`src/rtl/mwd_pkg.sv`:
```
package mwd_pkg;

  // Access width code carried on req_size
  typedef enum logic [1:0] {
    SZ_BYTE = 2'd0,
    SZ_HALF = 2'd1,
    SZ_WORD = 2'd2,
    SZ_RSVD = 2'd3
  } size_e;

  // Where a request lands after decode
  typedef enum logic [1:0] {
    TGT_NONE = 2'd0,
    TGT_GLB  = 2'd1,
    TGT_CH   = 2'd2
  } tgt_e;

endpackage

```
`src/rtl/mwd_classify.sv`:
```
module mwd_classify
  import mwd_pkg::*;
#(
  parameter int ADDR_W    = 14,
  parameter int GLB_OFF_W = 12,
  parameter int WIN_SHIFT = 9,
  parameter int REG_OFF_W = 8,
  parameter int IDX_W     = 5,
  parameter int NUM_CH    = 16,
  localparam int HI_W     = ADDR_W - REG_OFF_W
) (
  input  logic [HI_W-1:0]  hi_addr,
  input  logic [1:0]       size,
  output tgt_e             tgt,
  output logic [IDX_W-1:0] idx
);

  localparam int GLB_HI_LSB = GLB_OFF_W - REG_OFF_W;
  localparam int WIN_HI_LSB = WIN_SHIFT - REG_OFF_W;
  localparam logic [IDX_W-1:0] BASE_IDX = IDX_W'((1 << GLB_OFF_W) >> WIN_SHIFT);
  localparam logic [IDX_W:0]   NCH_CMP  = (IDX_W+1)'(NUM_CH);

  logic             is_glb;
  logic             in_dma;
  logic             in_range;
  logic [IDX_W-1:0] win_num;

  always_comb begin
    is_glb   = (hi_addr[HI_W-1:GLB_HI_LSB] == '0);
    win_num  = hi_addr[HI_W-1:WIN_HI_LSB];
    idx      = win_num - BASE_IDX;
    in_dma   = |hi_addr[WIN_HI_LSB-1:0];
    in_range = ({1'b0, idx} < NCH_CMP);
    tgt      = TGT_NONE;
    if (is_glb) begin
      if (size == SZ_WORD) tgt = TGT_GLB;
    end else if (!in_dma && in_range && size == SZ_BYTE) begin
      tgt = TGT_CH;
    end
  end

endmodule

```
`src/rtl/mwd_strobe.sv`:
```
module mwd_strobe
  import mwd_pkg::*;
#(
  parameter int NUM_CH = 16,
  parameter int IDX_W  = 5
) (
  input  logic              acc,
  input  tgt_e              tgt,
  input  logic [IDX_W-1:0]  idx,
  output logic              glb_sel,
  output logic [NUM_CH-1:0] ch_sel
);

  assign glb_sel = acc && (tgt == TGT_GLB);

  for (genvar g = 0; g < NUM_CH; g++) begin : g_sel
    assign ch_sel[g] = acc && (tgt == TGT_CH) && (idx == IDX_W'(g));
  end

endmodule

```
`src/rtl/mwd_rsp.sv`:
```
module mwd_rsp
  import mwd_pkg::*;
#(
  parameter int NUM_CH = 16,
  parameter int IDX_W  = 5,
  parameter int DATA_W = 32,
  parameter int CH_DW  = 8
) (
  input  logic                    clk,
  input  logic                    rst_n,
  input  logic                    rd_acc,
  input  tgt_e                    tgt,
  input  logic [IDX_W-1:0]        idx,
  input  logic [DATA_W-1:0]       glb_rdata,
  input  logic [NUM_CH*CH_DW-1:0] ch_rdata,
  output logic                    rsp_valid,
  output logic [DATA_W-1:0]       rsp_rdata
);

  logic [CH_DW-1:0]  ch_byte;
  logic              vld_d;
  logic [DATA_W-1:0] data_d;

  always_comb begin
    ch_byte = '0;
    for (int i = 0; i < NUM_CH; i++) begin
      if (idx == IDX_W'(i)) ch_byte = ch_rdata[i*CH_DW +: CH_DW];
    end
  end

  always_comb begin
    vld_d  = rd_acc;
    data_d = '0;
    case (tgt)
      TGT_GLB: data_d = glb_rdata;
      TGT_CH:  data_d = DATA_W'(ch_byte);
      default: data_d = '0;
    endcase
  end

  always_ff @(posedge clk or negedge rst_n) begin
    if (!rst_n) begin
      rsp_valid <= 1'b0;
      rsp_rdata <= '0;
    end else begin
      rsp_valid <= vld_d;
      if (rd_acc) rsp_rdata <= data_d;
    end
  end

endmodule

```
`src/rtl/mmio_win_decoder.sv`:
```
module mmio_win_decoder
  import mwd_pkg::*;
#(
  parameter int SPACE_BYTES = 16384,
  parameter int GLB_BYTES   = 4096,
  parameter int WIN_BYTES   = 512,
  parameter int REG_BYTES   = 256,
  parameter int NUM_CH      = 16,
  parameter int DATA_W      = 32,
  parameter int CH_DW       = 8,
  localparam int ADDR_W     = $clog2(SPACE_BYTES),
  localparam int GLB_OFF_W  = $clog2(GLB_BYTES),
  localparam int REG_OFF_W  = $clog2(REG_BYTES)
) (
  input  logic                    clk,
  input  logic                    rst_n,
  input  logic                    req_valid,
  output logic                    req_ready,
  input  logic [ADDR_W-1:0]       req_addr,
  input  logic                    req_we,
  input  logic [1:0]              req_size,
  input  logic [DATA_W-1:0]       req_wdata,
  output logic                    rsp_valid,
  output logic [DATA_W-1:0]       rsp_rdata,
  output logic                    glb_sel,
  output logic                    glb_we,
  output logic [GLB_OFF_W-1:0]    glb_offset,
  output logic [DATA_W-1:0]       glb_wdata,
  input  logic [DATA_W-1:0]       glb_rdata,
  output logic [NUM_CH-1:0]       ch_sel,
  output logic                    ch_we,
  output logic [REG_OFF_W-1:0]    ch_offset,
  output logic [CH_DW-1:0]        ch_wdata,
  input  logic [NUM_CH*CH_DW-1:0] ch_rdata
);

  localparam int WIN_SHIFT = $clog2(WIN_BYTES);
  localparam int IDX_W     = ADDR_W - WIN_SHIFT;

  logic             ready_q;
  logic             ready_d;
  logic             acc;
  logic             rd_acc;
  tgt_e             tgt;
  logic [IDX_W-1:0] idx;

  // Ready rises one cycle after reset release
  always_comb ready_d = 1'b1;

  always_ff @(posedge clk or negedge rst_n) begin
    if (!rst_n) ready_q <= 1'b0;
    else        ready_q <= ready_d;
  end

  assign req_ready = ready_q;
  assign acc       = req_valid && ready_q;
  assign rd_acc    = acc && !req_we;

  mwd_classify #(
    .ADDR_W(ADDR_W), .GLB_OFF_W(GLB_OFF_W), .WIN_SHIFT(WIN_SHIFT),
    .REG_OFF_W(REG_OFF_W), .IDX_W(IDX_W), .NUM_CH(NUM_CH)
  ) u_classify (
    .hi_addr (req_addr[ADDR_W-1:REG_OFF_W]),
    .size    (req_size),
    .tgt     (tgt),
    .idx     (idx)
  );

  mwd_strobe #(.NUM_CH(NUM_CH), .IDX_W(IDX_W)) u_strobe (
    .acc     (acc),
    .tgt     (tgt),
    .idx     (idx),
    .glb_sel (glb_sel),
    .ch_sel  (ch_sel)
  );

  mwd_rsp #(.NUM_CH(NUM_CH), .IDX_W(IDX_W), .DATA_W(DATA_W), .CH_DW(CH_DW)) u_rsp (
    .clk       (clk),
    .rst_n     (rst_n),
    .rd_acc    (rd_acc),
    .tgt       (tgt),
    .idx       (idx),
    .glb_rdata (glb_rdata),
    .ch_rdata  (ch_rdata),
    .rsp_valid (rsp_valid),
    .rsp_rdata (rsp_rdata)
  );

  assign glb_we     = req_we;
  assign glb_offset = req_addr[GLB_OFF_W-1:0];
  assign glb_wdata  = req_wdata;
  assign ch_we      = req_we;
  assign ch_offset  = req_addr[REG_OFF_W-1:0];
  assign ch_wdata   = req_wdata[CH_DW-1:0];

endmodule

```
`config.mk`:
```
export PLATFORM = sky130hd
export DESIGN_NAME = mmio_win_decoder
export DESIGN_NICKNAME = d
export VERILOG_FILES = /design/src/rtl/mwd_pkg.sv /design/src/rtl/mwd_classify.sv /design/src/rtl/mwd_strobe.sv /design/src/rtl/mwd_rsp.sv /design/src/rtl/mmio_win_decoder.sv
export SDC_FILE = /design/constraint.sdc
export NUM_CORES = 1
export LEC_CHECK = 0
export BUFFER_PORTS_ARGS = -buffer_cell sky130_fd_sc_hd__clkbuf_2
export CAP_MARGIN = 20
export CORE_AREA = 4 4 123 125
export DETAILED_ROUTE_END_ITERATION = 10
export DIE_AREA = 0 0 127 129
export GPL_TIMING_DRIVEN = 0
export SKIP_LAST_GASP = 1
export SYNTH_ARGS = -nofsm -noshare
export SYNTH_HDL_FRONTEND = slang
export SYNTH_HIERARCHICAL = 1
export SYNTH_SLANG_ARGS = --single-unit
```
`constraint.sdc`:
```
create_clock -name clk -period 2.56 [get_ports clk]
set_input_delay 0.128 -clock clk [delete_from_list [all_inputs] [get_ports clk]]
set_output_delay 0.128 -clock clk [all_outputs]
set_load 0.05 [all_outputs]
```
==> impl_metrics.py, run 1 <==
metrics = {
    "placement": {
        "dp_hpwl_um": 16100,
        "placed_area_sq_mm": 0.00545,
        "io_buffers": 281,
        "gp_congestion": 0.924,
        "place_ws_ns": -0.547,
    },
    "cells_and_area": {
        "num-fill-cells": 1510,
        "final_nets": 1021,
        "diodes": 0,
        "final_area_sq_mm": 0.00563,
        "drive_above_1_share_pct": 50.5,
        "syn2layout_area_growth_pct": 49.1,
    },
    "routing": {
        "drt_wl_total_um": 18800,
        "drtIter0Drc": 241,
        "ant_nets": 0,
        "vias": 4893,
        "first_pass_iters": 5,
        "detail_route.wl_per_cell_um": 19.1,
        "drc": 0,
        "post_drt_via_cell_ratio": 4.96,
    },
    "timing": {
        "clock_skew_ns": 0.00230,
        "drv_slew": 0,
        "setup_viol": 0,
        "finalCritPeriodShare_pct": 93.5,
        "tightest_slew_ns": 0.876,
        "layout_setup_ws_ns": 0.166,
        "final_hold_viol_count": 0,
        "whs_ns": 0.0806,
        "relSlewSlack_pct": 41.6,
        "rsz0062_at_grt": "no",
        "fmax_ghz": 0.418,
        "fin_crit_ns": 2.39,
    },
    "floorplanning": {
        "dieHeight_um": 129,
        "ios": 325,
        "die_w_um": 127,
        "fp-row-count": 43,
        "coreArea_sq_mm": 0.0139,
        "dieArea_sq_mm": 0.0164,
        "start_util_pct": 27.2,
    },
    "clock_network": {
        "cts_tree": "built",
        "clock-sinks": 34,
        "root_buffer": "clkbuf_16",
        "clk_pin_slew_ns": 0.05,
        "clockBufferDepth": 2,
        "cts_htree_levels": 2,
        "cts_buffers": 5,
        "clk_latency_ns": 0.27,
    },
    "critical_path": {
        "slowest_stage": "or4_1",
        "cp_max_fo": 7,
        "r2r_slack_ns": 0.27,
        "arrival_ns": 2.58,
        "ff2ff_path_depth": 6,
        "r2r_start": "req_ready$_DFF_PN0_",
        "worst_setup_path_start_kind": "input pin",
        "cp.required_ns": 2.75,
        "r2r_end": "u_rsp/rsp_rdata[4]$_DFFE_PN0P_",
        "critical-path-max-stage-delay_ns": 0.48,
        "crit_type": "in2reg",
        "end_kind": "flop",
        "crit_start": "req_addr[12]",
        "crit_chain": "clkbuf_2, clkinvlp_4, ha_1, or4_1, nor2_2, ha_1, nor2b_1, clkbuf_1, nand2_1, a21oi_1, a211oi_1, a21oi_1",
        "cp-endpoint": "u_rsp/rsp_rdata[3]$_DFFE_PN0P_",
    },
    "synthesis": {
        "synth-async-reset-ratio_pct": 100,
        "synth_edf_count": 0,
        "avgSynthCellArea_sq_um": 7.32,
        "syn_area_sq_mm": 0.00378,
        "synth_nets": 731,
        "syn_inst": 516,
        "ys_seq_area_share_pct": 22.5,
        "synth_warnings": 6,
        "yosysTopAreaCellShare_pct": 22.5,
        "synthFlopType": "dfrtp_1",
        "ys_top_cells_by_area": "dfrtp_1, buf_4, o21ai_0",
        "synth_most_common_cell": "buf_4",
        "ys_seq_elements": 34,
        "synth_area_leader_cell": "dfrtp_1",
        "ys_top_cells_by_count": "buf_4, o21ai_0, nand2_1",
        "ys_types": 77,
    },
    "global_route": {
        "grt_pass1_vias": 4838,
        "antenna_found_initial": 1,
        "grt_max_degree": 35,
        "grt_util_all_layers_pct": 21.5,
        "grt_pass1_wl_um": 27400,
        "grt_overflow": 0,
    },
    "run_status": {
        "outcome": "finished, final reports clean",
    },
    "power_and_ir_drop": {
        "powerDensity_mw_per_mm2": 358,
        "ir_drop_mv": 0.198,
        "leakage_nw": 2.84,
        "total_power_mw": 2.01,
    },
    "job": {
        "drv_cap": 0,
    },
    "hold_path": {
        "min_path_type": "in2reg",
    },
}
worst min path at each step:
| stage | from | endpoint | slack, ns | cells past startpoint |
|---|---|---|---|---|
| 3_3_place_gp | rst_n | u_rsp/rsp_rdata[9]$_DFFE_PN0P_ | 0.29 | 1 |
| 3_5_place_dp | rst_n | u_rsp/rsp_rdata[14]$_DFFE_PN0P_ | 0.29 | 1 |
| 5_1_grt | glb_rdata[30] | u_rsp/rsp_rdata[30]$_DFFE_PN0P_ | 0.09 | 3 |
| 4_1_cts | glb_rdata[30] | u_rsp/rsp_rdata[30]$_DFFE_PN0P_ | 0.07 | 3 |
| 6_report | glb_rdata[30] | u_rsp/rsp_rdata[30]$_DFFE_PN0P_ | 0.08 | 3 |
| 2_1_floorplan | rst_n | req_ready$_DFF_PN0_ | -0.17 | 0 |
final cells by class:
cell class                      count  area [sq um]  area share (%)
Clock inverter                      2          10.0           0.178
Multi-Input combinational cell    348          2180            38.6
Clock buffer                        5           125            2.22
Timing Repair Buffer              284          1430            25.4
Tap cell                          180           225            4.00
Inverter                           35           135            2.40
Buffer                             98           677            12.0
Sequential cell                    34           851            15.1
stage by stage:
| stage | std cells | utilization, % | TNS (ns) |
|---|---|---|---|
| 5_1_grt | 986 | 40.6 | 0 |
| 4_1_cts | 986 | 40.4 | 0 |
| 6_report | 986 | 40.6 | 0 |
| 3_3_place_gp | 977 | 39.3 | -3.36 |
| 3_5_place_dp | 977 | 39.3 | -3.74 |
| 2_1_floorplan | 516 | - | -2.84 |
layer usage:
| layer | track usage (%) | vias to the layer above | wire (um) |
|---|---|---|---|
| met5 | 0 | - | 20 |
| met1 | 26.6 | 2202 | 7460 |
| met2 | 37.5 | 291 | 9140 |
| met3 | 4.94 | 25 | 1840 |
| li1 | - | 2373 | - |
| met4 | 5.68 | 2 | 327 |
kinds of logic after synthesis:
family | count (synthesis) | share of synthesized area [%]
buf+inv | 134 | 21.5
simple gates | 192 | 27.6
flops | 34 | 22.5
other cells | 1 | 0.0993
fa+ha+maj | 3 | 0.994
compound gates | 145 | 25.3
mux | 7 | 1.95
repair_timing:
action | CTS | global route
resized for setup | 2 | 3
setup endpoints to repair | 15 | 5
buffers inserted | 1 | 1
hold buffers | 1 | 0
pin swaps | 0 | 1
endpoints found under the hold margin | 34 | 0
gates cloned | 0 | 0
state kept, by name (all words and copies together), names as in the netlist:
register	cells
u_rsp/rsp_rdata	32
req_ready	1
u_rsp/rsp_valid	1
critical path, delay by kind of cell:
kind                       cells  cell delay, ns
buffers and inverters          3            0.53
adders and majority gates      2            0.47
and+or+nand+nor                4            0.87
AOI/OAI and AO/OA              3            0.56
placed cells by master, fill, tap and decap left out, types with 5 or more instances in the layout:
| cell type | count |
|---|---|
| clkbuf_16 | 5 |
| nor3_1 | 10 |
| a21oi_1 | 24 |
| nor2_1 | 24 |
| nor3_2 | 9 |
| clkbuf_2 | 282 |
| buf_6 | 5 |
| o21ai_0 | 44 |
| a22oi_1 | 12 |
| buf_4 | 70 |
| o22ai_1 | 9 |
| inv_1 | 33 |
| dfrtp_1 | 34 |
| nand3_1 | 34 |
| nor4_1 | 8 |
| nor2b_1 | 14 |
| nand2b_1 | 12 |
| clkbuf_1 | 11 |
| o221ai_1 | 6 |
| buf_2 | 12 |
| nand2_1 | 41 |
| and3_1 | 5 |
| o21ai_1 | 5 |
where the power goes:
group	switching (mW)	internal (mW)
Clock	0.217	0.351
Sequential	0.0101	0.557
Combinational	0.565	0.314
Total	0.792	1.22
Power figures use the tool's default switching activity.
==> inputs of run 2 (changes only) <==
ABC_AREA = 1   (was not set)
BUFFER_PORTS_ARGS = not set   (was -buffer_cell sky130_fd_sc_hd__clkbuf_2)
DONT_BUFFER_PORTS = 1   (was not set)
==> impl_metrics.py, run 2 <==
metrics = {
    "critical_path": {
        "arrival_ns": 2.31,
        "slowest_stage": "nor2_1",
        "crit_buf_inv": 2,
        "cp_max_fo": 10,
        "crit_chain": "nand2_1, inv_1, nand3_2, buf_6, nor2_1",
        "ff2ff_path_depth": 7,
        "r2r_start": "req_ready$_DFF_PN0_",
        "worst_setup_path_start_kind": "flop",
        "r2r_end": "u_rsp/rsp_rdata[0]$_DFFE_PN0P_",
        "cp_top_family": "simple AND/OR/NAND/NOR gates",
        "cp.required_ns": 2.43,
        "crit_type": "reg2out",
        "r2r_slack_ns": 0.36,
        "critical-path-max-stage-delay_ns": 0.70,
        "end_kind": "output pin",
    },
    "synthesis": {
        "ys_seq_elements": 34,
        "ys_top_cells_by_count": "nand2_1, buf_4, inv_1",
        "synth_area_leader_cell": "nand2_1",
        "ys_seq_area_share_pct": 24.0,
        "synth_nets": 815,
        "synth_warnings": 6,
        "synth_edf_count": 0,
        "avgSynthCellArea_sq_um": 5.91,
        "ys_types": 27,
        "synth_most_common_cell": "nand2_1",
        "yosysTopAreaCellShare_pct": 25.5,
        "syn_area_sq_mm": 0.00355,
        "syn_inst": 600,
        "synth-async-reset-ratio_pct": 100,
        "synthFlopType": "dfrtp_1",
        "ys_top_cells_by_area": "nand2_1, dfrtp_1, buf_4",
    },
    "routing": {
        "drt_wl_total_um": 13700,
        "vias": 3758,
        "drc": 0,
        "first_pass_iters": 4,
        "ant_nets": 0,
        "drtIter0Drc": 156,
        "detail_route.wl_per_cell_um": 16.8,
        "post_drt_via_cell_ratio": 4.60,
    },
    "power_and_ir_drop": {
        "combPwrFrac_pct": 31.0,
        "p_switching_uw": 658,
        "ir_drop_mv": 0.370,
        "sequentialPowerShare_pct": 34.8,
        "powerDensity_mw_per_mm2": 416,
        "pwr-share-clk_pct": 34.2,
        "leakage_nw": 2.22,
        "p_sw_share_pct": 37.5,
        "p_int_mw": 1.10,
        "total_power_mw": 1.75,
    },
    "timing": {
        "relSlewSlack_pct": 36.9,
        "drv_slew": 0,
        "fin_crit_ns": 2.44,
        "tightest_slew_ns": 0.943,
        "finalCritPeriodShare_pct": 95.3,
        "clock_skew_ns": 0.00290,
        "fmax_ghz": 0.410,
        "final_hold_viol_count": 0,
        "setup_viol": 0,
        "rsz0062_at_grt": "yes",
    },
    "clock_network": {
        "cts_tree": "built",
        "clk_latency_ns": 0.27,
        "clock-sinks": 34,
        "cts_htree_levels": 2,
        "clk_pin_slew_ns": 0.05,
        "root_buffer": "clkbuf_16",
        "clockBufferDepth": 2,
        "cts_buffers": 5,
    },
    "run_status": {
        "outcome": "finished, final reports clean",
    },
    "hold_path": {
        "hold_path_startpoint": "glb_rdata[14]",
        "holdPathStages": 2,
        "min_path_type": "in2reg",
        "min_to": "u_rsp/rsp_rdata[14]$_DFFE_PN0P_",
    },
    "global_route": {
        "grt_pass1_wl_um": 19100,
        "antenna_found_initial": 1,
        "grt_max_degree": 35,
        "grt_overflow": 0,
        "grt_pass1_vias": 3542,
        "grt_util_all_layers_pct": 14.9,
    },
    "cells_and_area": {
        "fin_util_pct": 30.4,
        "num-fill-cells": 1531,
        "final_cells": 817,
        "final_nets": 850,
        "layout_common_cells": "nand2_1, buf_4, inv_1",
        "final_common_cell": "nand2_1",
        "syn2layout_area_growth_pct": 18.8,
        "drive_above_1_share_pct": 18.9,
        "max_flop_register": "u_rsp/rsp_rdata",
        "final_area_sq_mm": 0.00421,
        "largest_register_ffs": 32,
    },
    "floorplanning": {
        "fp-row-count": 43,
        "start_util_pct": 25.5,
        "dieArea_sq_mm": 0.0164,
        "dieHeight_um": 129,
        "ios": 325,
        "coreArea_sq_mm": 0.0139,
        "die_w_um": 127,
    },
    "placement": {
        "io_buffers": 0,
        "dpl.cell_count": 784,
        "dp_hpwl_um": 11600,
        "gp_congestion": 0.845,
        "placed_area_sq_mm": 0.00380,
    },
    "job": {
        "drv_cap": 0,
    },
}
run 2: changes by cell type after synthesis, moves of 13 or more:
cell / change
a21oi_1: -18
nand2_1: +200
nor2b_1: -14
inv_1: +24
inv_2: +13
nand3_1: +21
o21ai_0: -35
nor3_1: -15
nand4_1: +18
run 2: stage by stage:
step / TNS (ns) / worst slack [ns] / hold WS (ns)
floorplan: 0 / 0.338 / -0.168
global placement: -0.790 / -0.196 / -0.167
detailed placement: -0.984 / -0.221 / -0.167
CTS: 0 / 0.0521 / 0.000687
global route: -0.00371 / -0.00257 / 0.00819
finish: 0 / 0.121 / 0.00838
run 2: layer usage:
metal	part of all wire, %	up-vias	track usage [%]
met4	2.2	0	5.87
met5	0	-	0
met2	51	230	26.7
met1	36	1648	16.0
li1	-	1860	-
met3	11	20	5.19
run 2: timing repair:
action,4_1_cts,5_1_grt
resized for setup,0,4
setup endpoints to repair,0,9
setup buffers,0,4
hold buffers,20,0
endpoints found under the hold margin,52,0
run 2: worst max path at each step:
stage | from | end | slack, ns | cells past startpoint
finish | req_ready$_DFF_PN0_ | ch_sel[10] | 0.12 | 5
global placement | req_addr[12] | u_rsp/rsp_rdata[0]$_DFFE_PN0P_ | -0.20 | 18
detailed placement | req_addr[12] | u_rsp/rsp_rdata[0]$_DFFE_PN0P_ | -0.22 | 18
floorplan | req_ready$_DFF_PN0_ | ch_sel[0] | 0.34 | 4
CTS | req_addr[12] | u_rsp/rsp_rdata[0]$_DFFE_PN0P_ | 0.05 | 18
global route | req_ready$_DFF_PN0_ | ch_sel[3] | -0.003 | 5
run 2: cells by family after synthesis:
family | after synthesis | share of synthesized area, %
other | 1 | 0.106
adder cells (fa/ha/maj) | 3 | 1.06
AND/OR/NAND/NOR | 393 | 49.2
AO/OA/AOI/OAI | 17 | 2.47
flip-flops | 34 | 24.0
buffers and inverters | 152 | 23.2
run 2: final cells by class:
type / instances / area, sq um / area share [%]
flip-flops and latches: 34 / 851 / 20.2
diodes: 1 / 2.50 / 0.0594
clock inverters: 1 / 5.00 / 0.119
repair buffers: 28 / 270 / 6.41
inverters: 75 / 292 / 6.92
clock buffers: 7 / 143 / 3.38
plain buffers: 77 / 541 / 12.8
multi-input cells: 414 / 1890 / 44.7
well taps: 180 / 225 / 5.34
run 2: power groups by stage:
stage	Sequential (mW)	Combinational [mW]	Clock [mW]
floorplan	0.617	0.426	0
global placement	0.621	0.493	0
detailed placement	0.620	0.496	0
CTS	0.611	0.533	0.613
global route	0.613	0.584	0.641
finish	0.611	0.544	0.600
